`config.mk`:
```
export PLATFORM = sky130hd
export DESIGN_NAME = chain_merge_node
export DESIGN_NICKNAME = d
export VERILOG_FILES = /design/src/rtl/chain_pkg.sv /design/src/rtl/chain_rx_assembler.sv /design/src/rtl/chain_prim_fifo.sv /design/src/rtl/chain_tx_arbiter.sv /design/src/rtl/chain_merge_node.sv
export SDC_FILE = /design/constraint.sdc
export NUM_CORES = 1
export LEC_CHECK = 0
export ABC_AREA = 1
export BUFFER_PORTS_ARGS = -buffer_cell sky130_fd_sc_hd__buf_4
export CAP_MARGIN = 25
export CORE_MARGIN = 4
export CORE_UTILIZATION = 35
export CTS_BUF_LIST = sky130_fd_sc_hd__clkbuf_8 sky130_fd_sc_hd__clkbuf_16
export CTS_CLUSTER_DIAMETER = 80
export DETAILED_ROUTE_END_ITERATION = 6
export MAX_ROUTING_LAYER = met4
export PLACE_DENSITY_LB_ADDON = 0.2
export SLEW_MARGIN = 20
export SYNTH_ARGS = -nofsm -noshare
export SYNTH_HDL_FRONTEND = slang
export SYNTH_SLANG_ARGS = --single-unit
```
`constraint.sdc`:
```
create_clock -name clk -period 5.4 [get_ports clk]
set_input_delay 0.54 -clock clk [delete_from_list [all_inputs] [get_ports clk]]
set_output_delay 0.54 -clock clk [all_outputs]
set_load 0.02 [all_outputs]
```
`src/rtl/chain_pkg.sv`:
```
// Package: shared constants and the primitive layout for the chain merge node.
// Assumes a primitive is an integral number of link beats.
package chain_pkg;
    localparam int BEAT_W     = 16;
    localparam int BEATS      = 4;
    localparam int PRIM_W     = BEAT_W * BEATS;
    localparam int BEAT_CNT_W = $clog2(BEATS);
    localparam logic [BEAT_CNT_W-1:0] LAST_BEAT = BEAT_CNT_W'(BEATS - 1);

    typedef struct packed {
        logic [15:0] stamp;
        logic [15:0] kind;
        logic [31:0] hits;
    } prim_t;
endpackage

```
`src/rtl/chain_rx_assembler.sv`:
```
// Rebuilds 64-bit primitives from upstream beats, first beat most significant.
// Assumes a primitive occupies BEATS back-to-back valid cycles; a gap before
// the last beat discards the partial primitive and pulses frag_evt.
module chain_rx_assembler
    import chain_pkg::*;
(
    input  logic              clk,
    input  logic              rst_n,
    input  logic [BEAT_W-1:0] in_data,
    input  logic              in_valid,
    output prim_t             prim,
    output logic              prim_done,
    output logic              frag_evt
);
    localparam int ACC_W = PRIM_W - BEAT_W;

    logic [BEAT_CNT_W-1:0] beat;
    logic [ACC_W-1:0]      acc;

    // Beat counter and shift accumulator for the words of the current primitive.
    always_ff @(posedge clk) begin
        if (!rst_n) begin
            beat <= '0;
            acc  <= '0;
        end else if (in_valid) begin
            acc  <= {acc[ACC_W-BEAT_W-1:0], in_data};
            beat <= (beat == LAST_BEAT) ? '0 : beat + 1'b1;
        end else begin
            beat <= '0;
        end
    end

    // Completion and fragment decode from the current beat position.
    always_comb begin
        prim      = prim_t'({acc, in_data});
        prim_done = in_valid && (beat == LAST_BEAT);
        frag_evt  = !in_valid && (beat != '0);
    end
endmodule

```
`src/rtl/chain_prim_fifo.sv`:
```
// Whole-primitive FIFO. Each entry is one 64-bit primitive, so a drop always
// removes a complete primitive. A push arriving while full is refused even if
// a pop happens in the same cycle; drop pulses for that push.
// Assumes DEPTH is a power of two, at least 2.
module chain_prim_fifo
    import chain_pkg::*;
#(
    parameter int DEPTH = 4
) (
    input  logic  clk,
    input  logic  rst_n,
    input  logic  push,
    input  prim_t push_data,
    input  logic  pop,
    output prim_t head,
    output logic  not_empty,
    output logic  drop
);
    localparam int PTR_W = $clog2(DEPTH);
    localparam int CNT_W = PTR_W + 1;

    prim_t             mem [DEPTH];
    logic [PTR_W-1:0]  wptr;
    logic [PTR_W-1:0]  rptr;
    logic [CNT_W-1:0]  count;
    logic              full;
    logic              do_push;
    logic              do_pop;

    // Occupancy decode and accepted push/pop strobes.
    always_comb begin
        full      = (count == CNT_W'(DEPTH));
        not_empty = (count != '0);
        do_push   = push && !full;
        do_pop    = pop && not_empty;
        drop      = push && full;
        head      = mem[rptr];
    end

    // Storage write; contents need no reset because count guards reads.
    always_ff @(posedge clk) begin
        if (do_push) begin
            mem[wptr] <= push_data;
        end
    end

    // Pointer and occupancy bookkeeping.
    always_ff @(posedge clk) begin
        if (!rst_n) begin
            wptr  <= '0;
            rptr  <= '0;
            count <= '0;
        end else begin
            if (do_push) wptr <= wptr + 1'b1;
            if (do_pop)  rptr <= rptr + 1'b1;
            case ({do_push, do_pop})
                2'b10:   count <= count + 1'b1;
                2'b01:   count <= count - 1'b1;
                default: count <= count;
            endcase
        end
    end
endmodule

```
`src/rtl/chain_tx_arbiter.sv`:
```
// Picks the next whole primitive at each 4-beat boundary (upstream first),
// optionally folds a same-timestamp local primitive into it, and shifts it
// out most significant beat first. Output is registered.
// Assumes queue heads are valid whenever their not-empty flags are set.
module chain_tx_arbiter
    import chain_pkg::*;
(
    input  logic              clk,
    input  logic              rst_n,
    input  logic              merge_en,
    input  prim_t             up_head,
    input  logic              up_ne,
    input  prim_t             loc_head,
    input  logic              loc_ne,
    output logic              up_pop,
    output logic              loc_pop,
    output logic [BEAT_W-1:0] out_data,
    output logic              out_valid
);
    logic                  busy;
    logic [BEAT_CNT_W-1:0] cnt;
    logic [PRIM_W-1:0]     shreg;
    logic                  boundary;
    logic                  match;
    prim_t                 up_sel;

    // Boundary detection, timestamp match and source selection.
    always_comb begin
        boundary = !busy || (cnt == LAST_BEAT);
        match    = merge_en && up_ne && loc_ne && (up_head.stamp == loc_head.stamp);
        up_pop   = boundary && up_ne;
        loc_pop  = boundary && loc_ne && (!up_ne || match);
        up_sel   = up_head;
        if (match) begin
            up_sel.hits = up_head.hits | loc_head.hits;
        end
        out_data  = shreg[PRIM_W-1 -: BEAT_W];
        out_valid = busy;
    end

    // Load a new primitive at a boundary, otherwise shift out the next beat.
    always_ff @(posedge clk) begin
        if (!rst_n) begin
            busy  <= 1'b0;
            cnt   <= '0;
            shreg <= '0;
        end else if (boundary) begin
            cnt <= '0;
            if (up_ne) begin
                busy  <= 1'b1;
                shreg <= up_sel;
            end else if (loc_ne) begin
                busy  <= 1'b1;
                shreg <= loc_head;
            end else begin
                busy  <= 1'b0;
            end
        end else begin
            cnt   <= cnt + 1'b1;
            shreg <= {shreg[PRIM_W-BEAT_W-1:0], {BEAT_W{1'b0}}};
        end
    end
endmodule

```
`src/rtl/chain_merge_node.sv`:
```
// Top of the daisy-chain merge node: upstream assembler, upstream and local
// primitive queues, boundary arbiter/serializer, fragment counter and sticky
// overflow flag. Assumes one clock for both links and a synchronous reset.
module chain_merge_node
    import chain_pkg::*;
#(
    parameter int UP_DEPTH  = 4,
    parameter int LOC_DEPTH = 4,
    parameter int FRAG_W    = 8
) (
    input  logic              clk,
    input  logic              rst_n,
    input  logic              merge_en,
    input  logic [BEAT_W-1:0] up_data,
    input  logic              up_valid,
    input  logic [PRIM_W-1:0] loc_prim,
    input  logic              loc_valid,
    output logic [BEAT_W-1:0] dn_data,
    output logic              dn_valid,
    output logic [FRAG_W-1:0] frag_count,
    output logic              ovf_flag
);
    prim_t rx_prim;
    logic  rx_done;
    logic  frag_evt;
    prim_t up_head;
    prim_t loc_head;
    logic  up_ne;
    logic  loc_ne;
    logic  up_pop;
    logic  loc_pop;
    logic  up_drop;
    logic  loc_drop;

    chain_rx_assembler u_rx (
        .clk       (clk),
        .rst_n     (rst_n),
        .in_data   (up_data),
        .in_valid  (up_valid),
        .prim      (rx_prim),
        .prim_done (rx_done),
        .frag_evt  (frag_evt)
    );

    chain_prim_fifo #(.DEPTH(UP_DEPTH)) u_up_q (
        .clk       (clk),
        .rst_n     (rst_n),
        .push      (rx_done),
        .push_data (rx_prim),
        .pop       (up_pop),
        .head      (up_head),
        .not_empty (up_ne),
        .drop      (up_drop)
    );

    chain_prim_fifo #(.DEPTH(LOC_DEPTH)) u_loc_q (
        .clk       (clk),
        .rst_n     (rst_n),
        .push      (loc_valid),
        .push_data (prim_t'(loc_prim)),
        .pop       (loc_pop),
        .head      (loc_head),
        .not_empty (loc_ne),
        .drop      (loc_drop)
    );

    chain_tx_arbiter u_tx (
        .clk       (clk),
        .rst_n     (rst_n),
        .merge_en  (merge_en),
        .up_head   (up_head),
        .up_ne     (up_ne),
        .loc_head  (loc_head),
        .loc_ne    (loc_ne),
        .up_pop    (up_pop),
        .loc_pop   (loc_pop),
        .out_data  (dn_data),
        .out_valid (dn_valid)
    );

    // Saturating count of discarded fragments.
    always_ff @(posedge clk) begin
        if (!rst_n) begin
            frag_count <= '0;
        end else if (frag_evt && (frag_count != '1)) begin
            frag_count <= frag_count + 1'b1;
        end
    end

    // Sticky flag for any refused queue push.
    always_ff @(posedge clk) begin
        if (!rst_n) begin
            ovf_flag <= 1'b0;
        end else if (up_drop || loc_drop) begin
            ovf_flag <= 1'b1;
        end
    end
endmodule

```
Yosys cells after proc, flatten, opt, wreduce, memory -nomap -nowiden
Memories as Yosys holds them, arrays and structs flattened. A register that Yosys moved wholly into a read port is not among the register bits.
Index checks and enable logic that the tools add are counted.
{"block": "totals", "ramBits": 512, "reg_bits": 140, "input_bits": 85, "elab_cells": 89, "mem_count": 2, "out_inout_bits": 26}
{"block": "classes", "reduce_logical": 32, "n_bitwise": 3, "add_sub_neg": 11, "n_eq_ne": 11, "n_mux": 16}
{"name": "u_loc_q.mem", "words": 4, "word_bits": 64, "read_ports": 1, "rd_clocked_by_memory_dff": 1, "write_ports": 1, "line": "chain_prim_fifo.sv:22", "source": "prim_t mem [DEPTH];"}
{"name": "u_up_q.mem", "words": 4, "word_bits": 64, "read_ports": 1, "rd_clocked_by_memory_dff": 1, "write_ports": 1, "line": "chain_prim_fifo.sv:22"}
{"cell": "$mux W64", "count": 3}
{"cell": "$mux W32", "count": 1}
{"cell": "$or A32 B32 Y32", "count": 1}
{"cell": "$eq A16 B16 Y1", "count": 1}
{"cell": "$logic_and A1 B1 Y1", "count": 15}
{"cell": "$add A2 B1 Y2 const B", "count": 6}
{"cell": "$pmux W3 S2", "count": 2}
{"cell": "$add A8 B1 Y8 const B", "count": 1}
{"cell": "$eq A2 B2 Y1 const B", "count": 4}
{"cell": "$mux W2", "count": 4}
{"cell": "$ne A8 B8 Y1 const B", "count": 1}
{"cell": "$reduce_bool A2 Y1", "count": 4}
{"cell": "$add A3 B1 Y3 const B", "count": 2}
{"cell": "$eq A3 B3 Y1 const B", "count": 2}
{"cell": "$mux W1", "count": 6}
{"cell": "$reduce_bool A3 Y1", "count": 2}
{"cell": "$sub A3 B1 Y3 const B", "count": 2}
{"cell": "$logic_not A1 Y1", "count": 5}
{"cell": "$eq A2 B1 Y1 const B", "count": 2}
{"cell": "$logic_or A1 B1 Y1", "count": 3}
{"cell": "$ne A3 B1 Y1 const B", "count": 1}
{"cell": "$reduce_or A3 Y1", "count": 1}
{"cell": "$not A1 Y1", "count": 2}
{"cell": "$reduce_and A2 Y1", "count": 1}
{"cell": "$reduce_or A2 Y1", "count": 1}

Depth between registers and ports, before layout
Gate-level depths: netlist of run 1.
{"block": "depth", "depth_word": 9, "ltp_mapped": 23, "depth_no_buf": 21}

Hierarchy
Synthesis of run 1 repeated with hierarchy kept, for this count alone.
{"block": "hier_totals", "hier_cells": 2382, "area_unflattened_um2": 26409.1}
{"mod": "chain_prim_fifo", "cells_per_inst": 689, "n_inst": 2, "area_each_um2": 9979.6, "seq_area_each_um2": 7867.5}
{"mod": "chain_tx_arbiter", "cells_per_inst": 596, "n_inst": 1, "area_each_um2": 3749.8, "seq_area_each_um2": 1341.3}
{"mod": "chain_rx_assembler", "cells_per_inst": 334, "n_inst": 1, "area_each_um2": 2188.3, "seq_area_each_um2": 1001.0}
{"mod": "chain_merge_node", "cells_per_inst": 74, "n_inst": 1, "area_each_um2": 511.7, "seq_area_each_um2": 180.2}

Worst setup path after synthesis of run 1
Ideal clock, no wire load.
{"block": "synth_timing", "kind": "in2reg", "start": "input up_valid", "end": "memory u_up_q.mem[0][0] (netlist bit), enable pin", "stages": 5, "required_time_ns": 4.914, "setup_ns": 0.486, "path_buffers": 1, "t_arrival_ns": 3.878, "setup_slack_ns": 1.035, "path_cell_list": "clkbuf_1 > nand2_1 > a31oi_1 > inv_1 > nor2_1"}
{"block": "synth_via", "elab_chain_len": 4}
{"element": "from (decl)", "line": "chain_merge_node.sv:15", "source": "input logic up_valid,"}
{"element": "$logic_and A1 B1 Y1", "line": "chain_rx_assembler.sv:36", "source": "prim_done = in_valid && (beat == LAST_BEAT);"}
{"element": "$logic_and A1 B1 Y1", "line": "chain_prim_fifo.sv:34", "source": "do_push = push && !full;"}
{"element": "$mux W1", "line": "chain_prim_fifo.sv:42", "source": "if (do_push) begin"}
{"element": "$mux W1 (not written as such)", "line": "chain_prim_fifo.sv:43", "source": "mem[wptr] <= push_data;"}
{"element": "to (decl)", "line": "chain_prim_fifo.sv:22"}
Every way passes these cells.

==> impl_summary.md, run 1 <==
CTS
The total number of clock tree sinks is ~660. The clock passes through at most 3 buffers. Hold repair after CTS inserted 0 buffers.

TritonCTS created 73 clock buffers. After clock tree synthesis, the clock-pin slew on the worst setup and hold paths is roughly 0.06 ns. The TritonCTS clock tree is done. The later pin in the worst-skew pair is clocked with a latency of just over 0.6 ns. The tree is rooted in a clkbuf_16. The number of H-tree levels is 3. The count of buffers added by post-CTS timing repair for setup is 0. The quantity of gates resized following cts is 0.

Synth
The synthesized netlist net count is roughly 2400. The synthesized netlist cell count is 2279. In the synthesized netlist the async set-or-reset flop fraction comes to 0%.

Yosys mapped the design onto 33 distinct sky130hd cell types. After synthesis, the mean cell area works out to about 11 µm². The most used flip-flop cell after synthesis is edfxtp_1. The register bit count reported by yosys is roughly 660. The Yosys warning count is 0.

After synthesis, flip-flops and latches occupy a little over two thirds of the total area. The mapped netlist covers about 0.026 mm². The count of flip-flops with a built-in enable after synthesis is 512.

Global routing
The met2 routing resource usage after global routing is ~28%. Entering global routing, the biggest net connects 97 pins. The number of global-route vias before repair is between 15000 and 20000. The total overflow left after global routing is 0. The global-route layer with the greatest usage is met2. The first global-routing pass estimated 104 mm of wire.

The met1 usage is between 20% and 30%. In the global route stage, met3 resource usage came out at under 10%. The global router's overall resource usage is between 10% and 20%. The initial antenna violation count is 1.

Power
Combinational logic is responsible for around 28% of the overall power. The register share of total power is 41.7%. The switching part of the total power is 35.1%.

The static leakage is roughly 0.011 µW. The clock network accounts for between 30% and 40% of the total power. The power per unit of standard cell area is just over 500 mW/mm². Summed over all nets, the switching power comes to 5330 µW.

The worst-case IR drop observed on VDD is between 200 and 250 µV. Internal power comes to around 9800 µW.

Detailed routing
The total routed wirelength is about 69 mm. The total via count after detailed routing is 17100. In the routed layout, each cell is associated on average with a via count of between 5 and 6.

After detailed routing, the average wire length per cell comes to about 21 µm. The number of antenna-violating nets in the routed design is 0. The number of DRC markers in iteration 0 is ~1400. The post-detailed-route DRC marker count is 0. The number of optimization iterations in the first detailed-route pass is 5.

Min path
The hold path depth is 1. The class of the tightest hold or removal check is input port to register.

Setup path
Along the worst path, the maximum fanout reaches 67. For the worst setup path, the data required time is ~5.9 ns. The signal arrival time at the worst endpoint is approximately 4.3 ns. The category of the worst setup path launch point is a register.

The nature of the critical path endpoint is a register. The setup path with the least slack is of type register to register. The number of cells on the worst reg-to-reg path is 21. The register-to-register setup slack is approximately 1.6 ns.

Placed design
The count of input and output buffers is between 100 and 150. The total cell area at the placement stage is roughly 0.028 mm². The wire-length estimate of the detail-placed layout is 42.9 mm.

The global placer's final weighted congestion is 0.853.

Die
After floorplanning, the core was divided into about 100 placement rows. The y dimension of the die is roughly 280 µm. In this run the horizontal extent of the chip is 280 µm.

The die covers approximately 0.078 mm². The core footprint is between 0.07 and 0.08 mm². The initial cell density of the core is a little over a third.

between 100 and 150 I/O pins were placed.

Flow run
The max capacitance violation total is 0.

Final layout
The post-layout net count is about 2400. In the final layout, the share of cells above drive strength 1 is 11.3%. Measured on the finished design, the core utilization comes to about two fifths. Counting the fill cells in the layout gives between 6000 and 7000. The finished cells cover slightly below 0.03 mm². The signed area change from the synthesized netlist to the final layout is 15.4%.

STA
The minimum period implied by the final worst setup slack is 3.83 ns. Derived from the worst setup path, the maximum achievable clock frequency is around 260 MHz. Setup repair after global routing left no endpoint under its margin. Dividing the final minimum period by the clock period gives 71.0%. Headroom to the max-slew limit came out at a little under a third. For the pin with the worst max-slew slack, the measured transition is around 1.0 ns. The total negative slack for setup checks is 0 ns.

The final clock skew is 0.0271 ns. Setup violations remaining at the end of the flow were counted as 0. The count of pins over their slew limit is 0. The final hold violation count is 0.

Run status
The run finished with clean final reports.
-- path summary, 6_finish.rpt --
path / end / from
worst max-delay path: u_loc_q.count[2] / register
worst min-delay path: u_loc_q.mem[0][36] / loc_prim[36]
worst max register to register: u_loc_q.count[2] / register
worst min register to register: u_tx.cnt[0] / u_tx.cnt[0]
-- critical path, cell delays in order (launching register included) --
cell	delay (ns)
dfxtp_4	0.80
inv_4	0.46
nand2_1	0.16
nand3_1	0.08
nand2_1	0.14
inv_1	0.06
nand2_1	0.05
nand2_1	0.04
nor2_1	0.12
nand3_1	0.14
nor2_1	0.17
nand2_1	0.08
nand2_2	0.08
nand2_1	0.08
inv_1	0.11
ha_1	0.15
inv_1	0.07
fa_1	0.38
a21oi_1	0.14
o21ai_0	0.11
o21ai_0	0.17
a21oi_1	0.05
-- synth_stat cells, types with 4 or more instances --
cell | count | area, µm²
o21ai_0 | 279 | 1400
inv_1 | 88 | 330
a21oi_2 | 4 | 35.0
buf_6 | 6 | 67.6
ha_1 | 14 | 175
nand3_1 | 94 | 470
edfxtp_1 | 512 | 15400
buf_1 | 4 | 15.0
nand4_1 | 6 | 37.5
nor2_1 | 332 | 1250
o221ai_1 | 25 | 219
dfxtp_1 | 144 | 2880
o22ai_1 | 72 | 450
buf_4 | 22 | 165
o211ai_1 | 18 | 135
a31oi_1 | 50 | 313
buf_2 | 20 | 100
nand3_2 | 4 | 40.0
a22o_1 | 8 | 70.1
a21oi_1 | 33 | 165
nand2_1 | 424 | 1590
clkbuf_1 | 103 | 387
-- metrics by stage --
stage	setup slack, ns	std cells	total power (µW)	hold slack (ns)
floorplan	1.04	2279	9180	0.408
global placement	1.69	3224	10600	0.419
detailed placement	1.60	3227	10700	0.425
CTS	1.59	3361	15300	0.100
global route	1.18	3362	16000	0.117
finish	1.57	3362	15200	0.133
-- state kept, by name, summed over array words and instances (netlist names), named ones only --
register        count
frag_count          8
ovf_flag            1
u_loc_q.count       3
u_loc_q.mem       256
u_loc_q.rptr        2
u_loc_q.wptr        2
u_rx.acc           48
u_rx.beat           2
u_tx.cnt            2
u_tx.out_valid      1
u_tx.shreg         64
u_up_q.count        3
u_up_q.mem        256
u_up_q.rptr         2
u_up_q.wptr         2
-- logic make-up (layout without fill, tap and decap cells) --
logic type	after synthesis	count (layout)	share of synthesized area [%]
simple gates	866	866	13.3
flops	656	656	70.8
compound gates	492	492	10.9
buf+inv	246	369	4.18
fa+ha+maj	16	16	0.834
xor+xnor	3	3	0.102
other cells	0	1	0
-- cell type report --
cell class | instances | area (µm²) | share of cell area [%]
Sequential cell | 656 | 18300 | 61.4
Multi-Input combinational cell | 1377 | 6540 | 22.0
Clock buffer | 79 | 1940 | 6.53
Tap cell | 959 | 1200 | 4.03
Timing Repair Buffer | 144 | 1150 | 3.88
Inverter | 91 | 345 | 1.16
Clock inverter | 55 | 314 | 1.06
Antenna cell | 1 | 2.50 | 0.00841
-- layout by cell type (no fill, tap or decap), drive strengths merged, types with 6 or more instances in the layout --
master	netlist	final
a21oi	37	37
a22o	8	8
a31oi	50	50
buf	52	144
clkbuf	103	79
clkinv	0	32
dfxtp	144	144
edfxtp	512	512
ha	14	14
inv	91	111
nand2	425	425
nand3	98	98
nand4	6	6
nor2	334	334
o211ai	18	18
o21ai	280	280
o221ai	25	25
o22ai	72	72
-- layer usage --
metal,share of wire (%),vias up
met5,0,-
met3,5.4,95
met2,47,412
met1,45,8487
met4,2.2,0
li1,-,8152
-- power groups by stage --
stage               registers [µW]  logic (µW)  clock network, µW
finish                        6330        4230               4610
global route                  6370        4690               4960
CTS                           6330        4270               4740
detailed placement            6430        4250                  0
global placement              6420        4200                  0
floorplan                     6260        2920                  0
(Power assumes the default switching activity.)
==> inputs of run 2 (changes only) <==
- clock period: 5.4 -> 4 ns (I/O delays scaled with it)
==> run 2 against run 1 <==
  * Die area stayed put
  * Final cell count is 2.6% higher
  * Sequential power is 34% higher
==> impl_summary.md, run 2 (synthesized netlist as in run 1, its figures left out) <==
Run status
The flow ran to the end, and the final reports show no timing, DRC or antenna violations.

Setup path
The nature of the critical path endpoint is a register. The signal arrival time at the worst endpoint is 3.98 ns (-0.33 ns). The category of the worst setup path launch point is a register. The number of cells on the worst reg-to-reg path is 21 (unchanged). The maximum net fanout on the critical path is 37 (-45%).

The category of the most critical setup path is register to register. The required time of the critical path is 4.48 ns (-1.40 ns).

Global routing
The initial antenna violation count was 0 (-1). The global router's overall resource usage is 18.0% (+0.11 points). The wire length of the first global-routing pass is 106 mm (+1.9%). The number of global-route vias before repair is 17100 (+2.7%). The pin count of the biggest net entering global routing is 131 (+35%). The global route total overflow is 0 (unchanged).

Placed design
The count of input and output buffers is 110 (unchanged). The global placer's final weighted congestion is 0.864 (+1.3%). The post-DP HPWL is 42.8 mm (-0.19%).

Die
The y dimension of the die was 280 µm (unchanged). The die outline width is 280 µm (unchanged). The core footprint is 0.0730 mm² (unchanged).

The number of top-level design ports is 111 (unchanged). The placement row count was 99 (unchanged). The area enclosed by the die boundary is 0.0781 mm² (unchanged).

The initial cell density of the core is 35.4% (unchanged).

Final layout
The commonest non-fill, non-tap cell in the layout is edfxtp_1. The post-layout net count is 2529 (+3.5%). The register area is 0.0183 mm² (unchanged).

The largest registers in the layout are u_loc_q.mem (256), u_up_q.mem (256), u_tx.shreg (64). The fraction of layout cells with a size suffix above 1 was 11.8% (+0.45 points). The multi-input combinational cell area came to 0.00654 mm² (unchanged). In the layout the commonest cells are edfxtp_1, nand2_1, nor2_1. The final core area utilization is 42.2% (+1.4 points). The number of fillers in the final layout is 6814 (-0.21%). Compared with the post-synthesis result, the final layout area differs by 19.3%.

STA
The slew at the pin with the worst max-slew slack was 0.828 ns (-0.195 ns). The period utilization is 87.3% (+16 points). The final clock skew is 0.0308 ns (+0.00368 ns). The final hold slack is 0.0470 ns (-0.0862 ns). The count of final setup violators is 0 (unchanged). The count of pins over their slew limit is 0 (unchanged). Setup repair after global routing left no endpoint under its margin. The headroom to the max-slew limit is 44.7% (+13 points).

The final hold violation count is 0 (unchanged). The highest attainable clock frequency was 286 MHz (+9.8%). The minimum period implied by the final worst setup slack is 3.49 ns (-0.341 ns).

CTS
TritonCTS built the clock tree. The total number of clock tree sinks was 656 (unchanged). The number of H-tree levels is 3 (unchanged). The root buffer cell is clkbuf_16.

The count of buffers added by post-CTS timing repair for setup is 0 (unchanged). The register clock-pin slew on the reported worst setup and hold paths came to 0.06 ns (about the same). The deepest clock path buffer count is 3 (unchanged).

The number of buffers added by the clock tree synthesis step is 72 (-1.4%). The clock latency at the later pin of the worst-skew pair is 0.63 ns (+0.02 ns).

Power
The power per unit of standard cell area came to 679 mW/mm² (+33%). The peak ir drop on the vdd network is 384 µV (+63%). The total chip power is 20900 µW (+38%).

The static leakage is 0.0111 µW (+3.9%).

Detailed routing
The number of DRC markers in iteration 0 is 1492 (+7.3%). The number of optimization iterations in the first detailed-route pass is 5 (unchanged). The average wire per cell in the routed design came to 20.3 µm (-1.7%). The number of antenna-violating nets in the routed design is 0 (unchanged). The total via count after detailed routing is 17600 (+2.5%).

The post-detailed-route DRC marker count is 0 (unchanged). The total routed wirelength was 69.9 mm (+0.85%). The per-cell via count in the routed design came to 5.10 (about the same).

Min path
The hold path depth is 1 (unchanged). The tightest min-delay check is of the input port to register type.

Flow run
The max capacitance violation total is 0 (unchanged).
[run 2: final timing paths]
check                     endpoint  slack, ns   startpoint
hold / removal    u_up_q.mem[3][0]       0.05   up_data[0]
setup reg to reg  u_loc_q.count[2]       0.51     register
setup / recovery  u_loc_q.count[2]       0.51     register
hold reg to reg        u_tx.cnt[0]       0.44  u_tx.cnt[0]
[run 2: final cells by class]
class,count,area share (%)
clock inverter,52,1.31
tap,959,3.90
multi-input combinational,1377,21.2
antenna,1,0.00813
sequential,656,59.3
inverter,91,1.12
clock buffer,82,6.45
timing repair buffer,230,6.62
[run 2: report_power, final]
group          leakage [µW]  switching (µW)  internal, µW
Clock               0.00123            2740          3840
Combinational       0.00398            4130          1680
Sequential          0.00587             425          8080
[run 2: routing by layer]
metal | vias up | global-route usage (%) | wire length, µm
met5 | - | - | 0
met4 | 0 | 4.60 | 1210
met3 | 76 | 2.88 | 3720
met2 | 428 | 28.0 | 32800
met1 | 8741 | 24.9 | 32200
li1 | 8328 | - | -
[run 2: worst max-delay path, stage by stage, from the launching register on]
cell	delay (ns)
dfxtp_4	0.58
clkinv_2	0.51
nand2_1	0.18
nand3_1	0.08
o21ai_1	0.19
inv_1	0.07
nand2_1	0.07
nand2_1	0.04
nor2_1	0.09
nand2_1	0.06
nor2_1	0.09
nand2_1	0.07
nand2_2	0.09
nand2_1	0.09
inv_1	0.11
ha_1	0.15
inv_1	0.07
fa_1	0.38
a21oi_1	0.14
o21ai_0	0.10
o21ai_0	0.15
a21oi_1	0.05
[run 2: stage by stage]
stage          TNS (ns)  std cells  area [µm²]  setup slack (ns)
5_1_grt               0       3447       30800            0.0323
2_1_floorplan    -57.51       2279       25800            -0.225
6_report              0       3448       30800             0.509
3_5_place_dp          0       3234       27600             0.542
4_1_cts               0       3447       30800             0.536
3_3_place_gp          0       3234       27600             0.558
[run 2: what timing repair did]
item	in CTS	in global routing
hold buffers	79	0
hold endpoints to repair	311	0
resized for setup	0	0
